==> src/rtl/dma_pkg.sv <==
package dma_pkg;
  typedef enum logic [1:0] {ST_IDLE, ST_RUN, ST_DRAIN} dma_state_e;

  // lane enables of one element: word uses both, byte picks by address bit 0
  function automatic logic [1:0] lane_enables(input logic word, input logic odd);
    if (word) return 2'b11;
    return odd ? 2'b10 : 2'b01;
  endfunction
endpackage

==> src/rtl/dma_plan.sv <==
// Start-time setup: trim, align, and clip a physical run at the memory top.
module dma_plan #(
  parameter int ADDR_IN_W = 24,
  parameter int PA_W      = 22,
  parameter int MAP_W     = 18,
  parameter int CNT_W     = 16
) (
  input  logic [ADDR_IN_W-1:0] addr_i,
  input  logic [CNT_W-1:0]     cnt_i,
  input  logic                 word_i,
  input  logic                 mapped_i,
  input  logic [PA_W:0]        mem_size_i,
  output logic [PA_W-1:0]      first_ba_o,
  output logic [CNT_W-1:0]     move_o,
  output logic [CNT_W-1:0]     clip_o
);
  localparam int LIM_W = PA_W + 1;

  logic [PA_W-1:0]  ba_trim;
  logic [PA_W-1:0]  ba_al;
  logic [CNT_W-1:0] cnt_al;
  logic [LIM_W-1:0] lim;

  always_comb begin
    ba_trim = mapped_i ? PA_W'(addr_i[MAP_W-1:0]) : addr_i[PA_W-1:0];
    ba_al   = word_i ? {ba_trim[PA_W-1:1], 1'b0} : ba_trim;
    cnt_al  = word_i ? {cnt_i[CNT_W-1:1], 1'b0} : cnt_i;
    lim     = {1'b0, ba_al} + LIM_W'(cnt_al);
    first_ba_o = ba_al;
    if (mapped_i) begin
      move_o = cnt_al;
      clip_o = '0;
    end else if ({1'b0, ba_al} >= mem_size_i) begin
      move_o = '0;
      clip_o = cnt_al;
    end else if (lim <= mem_size_i) begin
      move_o = cnt_al;
      clip_o = '0;
    end else begin
      move_o = CNT_W'(mem_size_i - {1'b0, ba_al});
      clip_o = CNT_W'(lim - mem_size_i);
    end
  end
endmodule

==> src/rtl/dma_lane.sv <==
// Per-element address path: pick translated or direct address, range check, lanes.
module dma_lane #(
  parameter int PA_W = 22
) (
  input  logic [PA_W-1:0] cur_ba_i,
  input  logic            mapped_i,
  input  logic [PA_W-1:0] map_pa_i,
  input  logic [PA_W:0]   mem_size_i,
  input  logic            word_i,
  output logic            odd_o,
  output logic            in_mem_o,
  output logic [1:0]      be_o,
  output logic [PA_W-2:0] waddr_o
);
  import dma_pkg::*;

  logic [PA_W-1:0] pa;

  always_comb begin
    pa       = mapped_i ? map_pa_i : cur_ba_i;
    if (word_i) pa[0] = 1'b0;
    in_mem_o = {1'b0, pa} < mem_size_i;
    odd_o    = pa[0];
    be_o     = lane_enables(word_i, pa[0]);
    waddr_o  = pa[PA_W-1:1];
  end
endmodule

==> src/rtl/dma_rdout.sv <==
// Device-bound output register fed by the one-cycle memory read.
module dma_rdout #(
  parameter int DW = 16
) (
  input  logic          clk,
  input  logic          rst,
  input  logic          issue_i,
  input  logic          odd_i,
  input  logic          word_i,
  input  logic [DW-1:0] rdata_i,
  input  logic          m_ready_i,
  output logic          room_o,
  output logic          idle_o,
  output logic          m_valid_o,
  output logic [DW-1:0] m_data_o
);
  localparam int HW = DW / 2;

  logic pend_q, pend_odd_q, pend_word_q;
  logic stuck, load;
  logic [DW-1:0] sel;

  always_comb begin
    stuck  = m_valid_o && !m_ready_i;
    load   = pend_q && !stuck;
    room_o = !pend_q || !stuck;
    idle_o = !pend_q && !m_valid_o;
    if (pend_word_q) sel = rdata_i;
    else sel = {{HW{1'b0}}, pend_odd_q ? rdata_i[DW-1:HW] : rdata_i[HW-1:0]};
  end

  always_ff @(posedge clk) begin
    if (rst) begin
      pend_q      <= 1'b0;
      pend_odd_q  <= 1'b0;
      pend_word_q <= 1'b0;
      m_valid_o   <= 1'b0;
      m_data_o    <= '0;
    end else begin
      pend_q <= issue_i || (pend_q && stuck);
      if (issue_i) begin
        pend_odd_q  <= odd_i;
        pend_word_q <= word_i;
      end
      if (load) begin
        m_valid_o <= 1'b1;
        m_data_o  <= sel;
      end else if (m_ready_i) begin
        m_valid_o <= 1'b0;
      end
    end
  end

  // a stalled output item neither vanishes nor changes
  a_r10_out_hold: assert property (@(posedge clk) disable iff (rst)
    (m_valid_o && !m_ready_i) |=> (m_valid_o && $stable(m_data_o)));
endmodule

==> src/rtl/dma_block_mover.sv <==
module dma_block_mover #(
  parameter int ADDR_IN_W = 24,
  parameter int PA_W      = 22,
  parameter int MAP_W     = 18,
  parameter int CNT_W     = 16,
  parameter int DW        = 16
) (
  input  logic                 clk,
  input  logic                 rst,
  input  logic                 start_i,
  input  logic                 to_mem_i,
  input  logic                 byte_mode_i,
  input  logic                 map_en_i,
  input  logic [ADDR_IN_W-1:0] bus_addr_i,
  input  logic [CNT_W-1:0]     byte_count_i,
  input  logic [PA_W:0]        mem_size_i,
  output logic [MAP_W-1:0]     map_addr_o,
  input  logic [PA_W-1:0]      map_pa_i,
  output logic                 mem_en_o,
  output logic                 mem_we_o,
  output logic [1:0]           mem_be_o,
  output logic [PA_W-2:0]      mem_addr_o,
  output logic [DW-1:0]        mem_wdata_o,
  input  logic [DW-1:0]        mem_rdata_i,
  input  logic                 s_valid_i,
  input  logic [DW-1:0]        s_data_i,
  output logic                 s_ready_o,
  output logic                 m_valid_o,
  output logic [DW-1:0]        m_data_o,
  input  logic                 m_ready_i,
  output logic                 done_o,
  output logic [CNT_W-1:0]     resid_o
);
  import dma_pkg::*;

  localparam int HW = DW / 2;

  dma_state_e       state_q;
  logic [PA_W-1:0]  cur_ba_q;
  logic [CNT_W-1:0] left_q, clip_q, rem_q;
  logic             word_q, mapped_q, to_mem_q;

  logic [PA_W-1:0]  plan_ba;
  logic [CNT_W-1:0] plan_move, plan_clip;
  logic [CNT_W-1:0] step;
  logic             more, in_mem, odd, elem_ok, wr_fire, rd_issue, access;
  logic             rd_room, rd_idle;
  logic [1:0]       be;
  logic [PA_W-2:0]  waddr;

  dma_plan #(.ADDR_IN_W(ADDR_IN_W), .PA_W(PA_W), .MAP_W(MAP_W), .CNT_W(CNT_W)) u_plan (
    .addr_i     (bus_addr_i),
    .cnt_i      (byte_count_i),
    .word_i     (!byte_mode_i),
    .mapped_i   (map_en_i),
    .mem_size_i (mem_size_i),
    .first_ba_o (plan_ba),
    .move_o     (plan_move),
    .clip_o     (plan_clip)
  );

  dma_lane #(.PA_W(PA_W)) u_lane (
    .cur_ba_i   (cur_ba_q),
    .mapped_i   (mapped_q),
    .map_pa_i   (map_pa_i),
    .mem_size_i (mem_size_i),
    .word_i     (word_q),
    .odd_o      (odd),
    .in_mem_o   (in_mem),
    .be_o       (be),
    .waddr_o    (waddr)
  );

  dma_rdout #(.DW(DW)) u_rdout (
    .clk       (clk),
    .rst       (rst),
    .issue_i   (rd_issue),
    .odd_i     (odd),
    .word_i    (word_q),
    .rdata_i   (mem_rdata_i),
    .m_ready_i (m_ready_i),
    .room_o    (rd_room),
    .idle_o    (rd_idle),
    .m_valid_o (m_valid_o),
    .m_data_o  (m_data_o)
  );

  always_comb begin
    step        = word_q ? CNT_W'(2) : CNT_W'(1);
    more        = left_q >= step;
    elem_ok     = (state_q == ST_RUN) && more && in_mem;
    s_ready_o   = elem_ok && to_mem_q;
    wr_fire     = s_ready_o && s_valid_i;
    rd_issue    = elem_ok && !to_mem_q && rd_room;
    access      = wr_fire || rd_issue;
    map_addr_o  = cur_ba_q[MAP_W-1:0];
    mem_en_o    = access;
    mem_we_o    = wr_fire;
    mem_be_o    = be;
    mem_addr_o  = waddr;
    mem_wdata_o = word_q ? s_data_i : {s_data_i[HW-1:0], s_data_i[HW-1:0]};
  end

  always_ff @(posedge clk) begin
    if (rst) begin
      state_q  <= ST_IDLE;
      cur_ba_q <= '0;
      left_q   <= '0;
      clip_q   <= '0;
      rem_q    <= '0;
      word_q   <= 1'b1;
      mapped_q <= 1'b0;
      to_mem_q <= 1'b0;
      resid_o  <= '0;
      done_o   <= 1'b0;
    end else begin
      done_o <= 1'b0;
      unique case (state_q)
        ST_IDLE: if (start_i) begin
          cur_ba_q <= plan_ba;
          left_q   <= plan_move;
          clip_q   <= plan_clip;
          word_q   <= !byte_mode_i;
          mapped_q <= map_en_i;
          to_mem_q <= to_mem_i;
          state_q  <= ST_RUN;
        end
        ST_RUN: begin
          if (access) begin
            cur_ba_q <= cur_ba_q + PA_W'(step);
            left_q   <= left_q - step;
          end
          if (!(more && in_mem)) begin
            rem_q   <= more ? left_q : clip_q;
            state_q <= ST_DRAIN;
          end
        end
        ST_DRAIN: if (rd_idle) begin
          resid_o <= rem_q;
          done_o  <= 1'b1;
          state_q <= ST_IDLE;
        end
        default: state_q <= ST_IDLE;
      endcase
    end
  end

  // completion is a single-cycle pulse
  a_r9_done_pulse: assert property (@(posedge clk) disable iff (rst)
    done_o |=> !done_o);
  // residual only moves together with the completion pulse
  a_r9_resid_hold: assert property (@(posedge clk) disable iff (rst)
    !done_o |-> $stable(resid_o));
  // every enabled lane lies below the installed size
  a_r11_in_memory: assert property (@(posedge clk) disable iff (rst)
    mem_en_o |-> ({1'b0, mem_addr_o, mem_be_o == 2'b10} < mem_size_i));
  // word elements drive both lanes
  a_r1_word_lanes: assert property (@(posedge clk) disable iff (rst)
    (mem_en_o && word_q) |-> (mem_be_o == 2'b11));
  // byte elements drive exactly one lane
  a_r2_byte_lane: assert property (@(posedge clk) disable iff (rst)
    (mem_en_o && !word_q) |-> ($countones(mem_be_o) == 1));
  // a stream item is taken only by a write access
  a_r10_take_writes: assert property (@(posedge clk) disable iff (rst)
    (s_ready_o && s_valid_i) |-> (mem_en_o && mem_we_o));
endmodule

==> config.mk <==
export PLATFORM = sky130hd
export DESIGN_NAME = dma_block_mover
export DESIGN_NICKNAME = d
export VERILOG_FILES = /design/src/rtl/dma_pkg.sv /design/src/rtl/dma_plan.sv /design/src/rtl/dma_lane.sv /design/src/rtl/dma_rdout.sv /design/src/rtl/dma_block_mover.sv
export SDC_FILE = /design/constraint.sdc
export NUM_CORES = 1
export LEC_CHECK = 0
export CAP_MARGIN = 15
export CELL_PAD_IN_SITES_DETAIL_PLACEMENT = 2
export CELL_PAD_IN_SITES_GLOBAL_PLACEMENT = 2
export CORE_AREA = 3 3 231 143
export CTS_CLUSTER_DIAMETER = 100
export CTS_CLUSTER_SIZE = 30
export DETAILED_ROUTE_END_ITERATION = 10
export DIE_AREA = 0 0 234 146
export GPL_TIMING_DRIVEN = 0
export MAX_ROUTING_LAYER = met4
export PLACE_DENSITY = 0.9
export SYNTH_ARGS = -nofsm -noshare
export SYNTH_HDL_FRONTEND = slang
export SYNTH_SLANG_ARGS = --single-unit
==> constraint.sdc <==
create_clock -name clk -period 15.1 [get_ports clk]
set_clock_uncertainty 0.2 [all_clocks]
set_input_delay 1.51 -clock clk [delete_from_list [all_inputs] [get_ports clk]]
set_output_delay 1.51 -clock clk [all_outputs]
set_load 0.05 [all_outputs]
Yosys cells after proc, flatten, opt, wreduce, memory -nomap -nowiden
Index checks and enable logic that the tools add are counted.

word-level totals
  flip-flop bits (word level) = 112
  input port bits = 125
  logic and storage cells = 94
  output and inout bits = 94

operators by class
  equality and inequality tests = 6
  mux-type cells = 33
  bitwise operators = 2
  $add $sub $neg = 5
  reduce and logical (&&, ||, !) cells = 29
  magnitude comparators = 4

operators with widths
  operator                                       count
  2-to-1 mux 16 bit                              11
  2-to-1 mux 22 bit                              4
  case mux 22 bit (2 select lines)               1
  case mux 16 bit (2 select lines)               1
  subtractor 16 bit                              2
  adder 22 x 16 -> 23 bit                        1
  greater-or-equal comparator 22 x 23 -> 1 bit   1
  <= comparator 23 bit                           1
  less-than comparator 22 x 23 -> 1 bit          1
  adder 22 x 2 -> 22 bit                         1
  greater-or-equal comparator 16 x 2 -> 1 bit    1
  subtractor 16 x 2 -> 16 bit                    1
  2-to-1 mux 2 bit                               7
  logical AND 1 bit                              11
  2-to-1 mux 8 bit                               1
  inequality test 2 bit, second input constant   4
  2-to-1 mux 1 bit                               7
  logical NOT 1 bit                              6
  case mux 2 bit (3 select lines)                1
  AND reduction 2 bit                            3
  AND reduction 3 bit                            2
  nonzero test 2 bit                             2
  logical OR 1 bit                               3
  == test 2 x 1 -> 1 bit, second input constant  1
  4 further kinds                                5

Depth between registers and ports, before layout
  depth in word-level cells = 9
  depth in mapped cells = 24
  mapped depth without buffers = 22

Cells and area by module
A second synthesis with hierarchy kept.

unflattened totals
  cell total of the unflattened synthesis = 1319
  area, all modules = 10114.7 um^2

modules (own cells, without submodules)
  module           area an instance (um^2)  seq. area each (um^2)  cells each  instances
  dma_block_mover  4914.7                   1841.8                 628         1
  dma_plan         3530.9                   0.0                    491         1
  dma_rdout        860.8                    400.4                  101         1
  dma_lane         808.3                    0.0                    99          1

Worst setup path after synthesis
OpenSTA, ideal clock, no wires.

  kind = input-to-output
  start = input port map_pa_i[13]
  end = output port mem_we_o
  cell stages on the path = 10
  data required time = 13.390 ns
  buffers on the path = 0
  arrival time = 4.815 ns
  slack = 8.575 ns
  cell sequence = nand2_1 > o21ai_0 > ha_1 > a21o_1 > a221oi_1 > o22ai_1 > nor2_1 > nand2_1 > nor2_1 > and2_1

between the ends
  cells in the longest elaborated chain, start to end = 5

RTL lines
  element                                RTL line               source
  from (decl)                            dma_block_mover.sv:18  input logic [PA_W-1:0] map_pa_i,
  2-to-1 mux 22 bit                      dma_lane.sv:20         pa = mapped_i ? map_pa_i : cur_ba_i;
  named net mem_addr_o[12]               dma_block_mover.sv:22  output logic [PA_W-2:0] mem_addr_o,
  less-than comparator 22 x 23 -> 1 bit  dma_lane.sv:22         in_mem_o = {1'b0, pa} < mem_size_i;
  logical AND 1 bit                      dma_block_mover.sv:91  elem_ok = (state_q == ST_RUN) && more && in_mem;
  logical AND 1 bit                      dma_block_mover.sv:92  s_ready_o = elem_ok && to_mem_q;
  named net s_ready_o                    dma_block_mover.sv:27  output logic s_ready_o,
  logical AND 1 bit                      dma_block_mover.sv:93  wr_fire = s_ready_o && s_valid_i;
  to (decl)                              dma_block_mover.sv:20  output logic mem_we_o,

The timed path passes the listed nets, and every way through them passes these cells.

Worst setup path in the final report
  start = input port byte_mode_i
  end = register left_q[7]

between the ends
  cells in the longest elaborated chain, start to end = 8
  elaborated cells on any way between the ends = 11
  classes of those cells = 2 x add/sub; 2 x order compare; 7 x mux

RTL lines
  element                                     RTL line                        source
  from (decl)                                 dma_block_mover.sv:12           input logic byte_mode_i,
  2-to-1 mux 1 bit, on equally long branches  dma_plan.sv:26, dma_plan.sv:27
  adder 22 x 16 -> 23 bit                     dma_plan.sv:28                  lim = {1'b0, ba_al} + LIM_W'(cnt_al);
  <= comparator 23 bit                        dma_plan.sv:36                  end else if (lim <= mem_size_i) begin
  2-to-1 mux 16 bit                           dma_plan.sv:36
  2-to-1 mux 16 bit *                         dma_plan.sv:33                  end else if ({1'b0, ba_al} >= mem_size_i) begin
  2-to-1 mux 16 bit *                         dma_plan.sv:30                  if (mapped_i) begin
  2-to-1 mux 16 bit *                         dma_block_mover.sv:119          ST_IDLE: if (start_i) begin
  case mux 16 bit (2 select lines) *          dma_block_mover.sv:118          unique case (state_q)
  to (signal assigned)                        dma_block_mover.sv:121          left_q <= plan_move;
  to (signal assigned)                        dma_block_mover.sv:131          left_q <= left_q - step;
  to (decl)                                   dma_block_mover.sv:40           logic [CNT_W-1:0] left_q, clip_q, rem_q;

Every way passes the cells marked *; elsewhere a longest branch is shown, timed or not. The select of a mux whose other input is x is not followed.
A chain may end at the register's enable or synchronous reset.

==> results_dict.tcl <==
set metrics [dict create \
    antenna_cells 0 \
    multi_input_area_sq_um 6600 \
    cts-hold-fix-buffers 0 \
    max_freq_mhz 123 \
    clock_latency_ns 0.38 \
    nFillCells 3534 \
    fin_area_sq_um 12600 \
    cts_buffers 9 \
    initial_core_util_pct 30.9 \
    cp_data_required_time_ns 15.13 \
    final_nets 1716 \
    grtUsageMet2_pct 44.3 \
    synth_seq_cells 112 \
    mostFrequentLayoutCells "clkdlybuf4s50_1, nand2_1, nor2_1" \
    cts_setup_buffers 0 \
    core_sq_um 31000 \
    grt_pass1_vias 11800 \
    wirelength_microns 50800 \
    first_iter_violations 858 \
    synth_edf_count 0 \
    synth_warnings 0 \
    seq_area_sq_um 2240 \
    rsz0062_at_grt "false" \
    status "completed" \
    antenna_found_initial 0 \
    synth_top_area_share_pct 23.4 \
    synth_cells 1257 \
    grt_pass1_wl_microns 75200 \
    cts_max_path_buffers 2 \
    drive_above_1_share_pct 7.45 \
    grt.met3_usage_pct 8.20 \
    period_minus_slack_ns 8.11 \
    wl_per_cell_microns 26.7 \
    portBuffers 216 \
    synth.avg_cell_area_sq_um 7.62 \
    power.total_uw 1200 \
    irDropWorstVdd_mv 0.0448 \
    dpl.hpwl_microns 41000 \
    crit_type "in -> reg" \
    cp_max_fo 10 \
    cap_violations 0 \
    setup_viol 0 \
    area_delta_synth_final_pct 31.4 \
    grt_max_degree 19 \
    cts_resized 0 \
    rows 50 \
    tns_ns 0 \
    cp.arrival_ns 8.14 \
    p_per_area_nw_per_um2 95.3 \
    synth_area_sq_um 9570 \
    yosysTopAreaCell "dfxtp_1" \
    fin_crit_sh_pct 53.7 \
    cts_tree "built" \
    vias_per_cell 5.89 \
    cp-start-kind "input pin" \
    io_pins 219 \
    die_h_microns 146 \
    cts-root-buf "clkbuf_16" \
    first_pass_iters 6 \
    finalWeightedCongestion 0.955 \
    worst_slew_pin_slew_ns 0.904 \
    synth_cell_types 80 \
    cts_sinks 112 \
    antenna_left 0 \
    hold_viol 0 \
    mostFrequentLayoutCell "clkdlybuf4s50_1" \
    synth_top_flop_cell "dfxtp_1" \
    busiest_layer "met2" \
    path_clk_slew_ns 0.08 \
    placed_area_sq_um 12300 \
    grt_util_met1_pct 39.5 \
    overflow 0 \
    synth.area.top_cells "dfxtp_1, ha_1, a21oi_1" \
    gr-usage-all-layers_pct 29.9 \
    cp-end-kind "flip-flop" \
    synth_fp_nets 1488 \
    p_leak_uw 0.00500 \
    die-area_sq_um 34200 \
    slew_viol_final 0 \
    synth-async-reset-ratio_pct 0 \
    die_w_microns 234 \
    drc 0 \
    vias 11200 \
    cts-htree-levels 3 \
    relSlewSlack_pct 39.7 \
    synth_seq_area_share_pct 23.4 \
    worstHoldPathType "reg -> reg" \
]
==> registers in the layout, indices dropped and copies added (netlist names), 2 cells and up <==
name / cells
cur_ba_q: 22
rem_q: 16
left_q: 16
resid_o: 16
u_rdout.m_data_o: 16
clip_q: 16
state_q: 2
==> cell usage after synthesis, types with 5 or more instances <==
cell and instances:
a31oi_1 14, a21o_1 23, nand2_1 146, nor3_1 26, xnor2_1 27, nand3_1 49
buf_1 5, o21a_1 8, a22oi_1 21, inv_1 72, a311oi_1 5, nor2_1 116
buf_4 29, or3_1 5, fa_1 5, buf_2 9, o211ai_1 11, clkbuf_1 37
a221oi_1 11, o31ai_1 9, a211oi_1 30, o22ai_1 5, xor2_1 8, ha_1 101
mux2_2 27, and3_1 14, dfxtp_1 112, o21ai_0 61, a21oi_1 112, and2_1 9
o21ai_1 6, nor2b_1 8, nor4_1 11, nand2b_1 15, nand4_1 17, mux2i_1 12
or2_2 5
==> worst max-delay path, stage by stage <==
cell,delay (ns)
clkdlybuf4s50_1,0.68
nand2_1,0.32
inv_1,0.18
ha_1,0.21
inv_1,0.06
fa_1,0.40
nor2b_1,0.13
o21a_1,0.14
o21ai_0,0.12
a21oi_1,0.31
o2111ai_1,0.29
a21oi_1,0.48
mux2i_1,0.30
o2111ai_1,0.15
ha_1,0.33
nand3_1,0.08
nor3_1,0.61
and3_1,0.41
or2_1,0.34
nor3_1,0.12
buf_2,0.21
a221oi_1,0.67
a2111oi_2,0.05
==> power by group <==
group	total, uW	internal, uW	switching (uW)	leakage (uW)
registers	347	317	30.9	0.000912
clock network	267	139	128	0.000156
logic	584	212	372	0.00393
==> layer usage <==
layer	vias up	wire [microns]
met3	86	4670
met4	0	1560
met1	5689	22800
li1	4980	-
met5	-	0
met2	476	21800
==> path summary, 6_finish.rpt <==
kind,from,cells past startpoint,to,slack (ns)
worst max-delay path,byte_mode_i,23,left_q[7]$_SDFFE_PP0P_,6.99
worst min-delay path,u_rdout.m_data_o[10]$_SDFFE_PP0P_,2,u_rdout.m_data_o[10]$_SDFFE_PP0P_,0.26
worst max register to register,mapped_q$_SDFFE_PP0P_,13,cur_ba_q[8]$_SDFFE_PP0P_,10.05
worst min register to register,u_rdout.m_data_o[10]$_SDFFE_PP0P_,2,u_rdout.m_data_o[10]$_SDFFE_PP0P_,0.26
==> per-stage QoR <==
stage / hold WS, ns / util (%) / instances / setup WS (ns)
after detailed placement: 0.253 / 39.6 / 1889 / 6.77
after global placement: 0.239 / 39.6 / 1889 / 6.98
after global routing: 0.283 / 40.6 / 1906 / 6.63
after floorplan: 0.225 / - / 1257 / 8.57
after CTS: 0.263 / 40.6 / 1905 / 7.15
final: 0.262 / 40.6 / 1906 / 6.99
==> final cells by class <==
| class | count | area share [%] |
|---|---|---|
| clock buffers | 11 | 2.01 |
| well taps | 416 | 4.14 |
| plain buffers | 84 | 3.60 |
| multi-input cells | 988 | 52.5 |
| flip-flops and latches | 112 | 17.8 |
| clock inverters | 5 | 0.517 |
| inverters | 73 | 2.20 |
| repair buffers | 217 | 17.2 |
==> cells by family after synthesis <==
family / count (synthesis) / synth area share, %
AND/OR/NAND/NOR: 443 / 21.9
AO/OA/AOI/OAI: 365 / 25.2
buffers and inverters: 157 / 7.62
flip-flops: 112 / 23.4
adder cells (fa/ha/maj): 106 / 14.2
multiplexers: 39 / 4.43
XOR/XNOR: 35 / 3.20
Note: power is estimated with default switching activity, not from simulation.
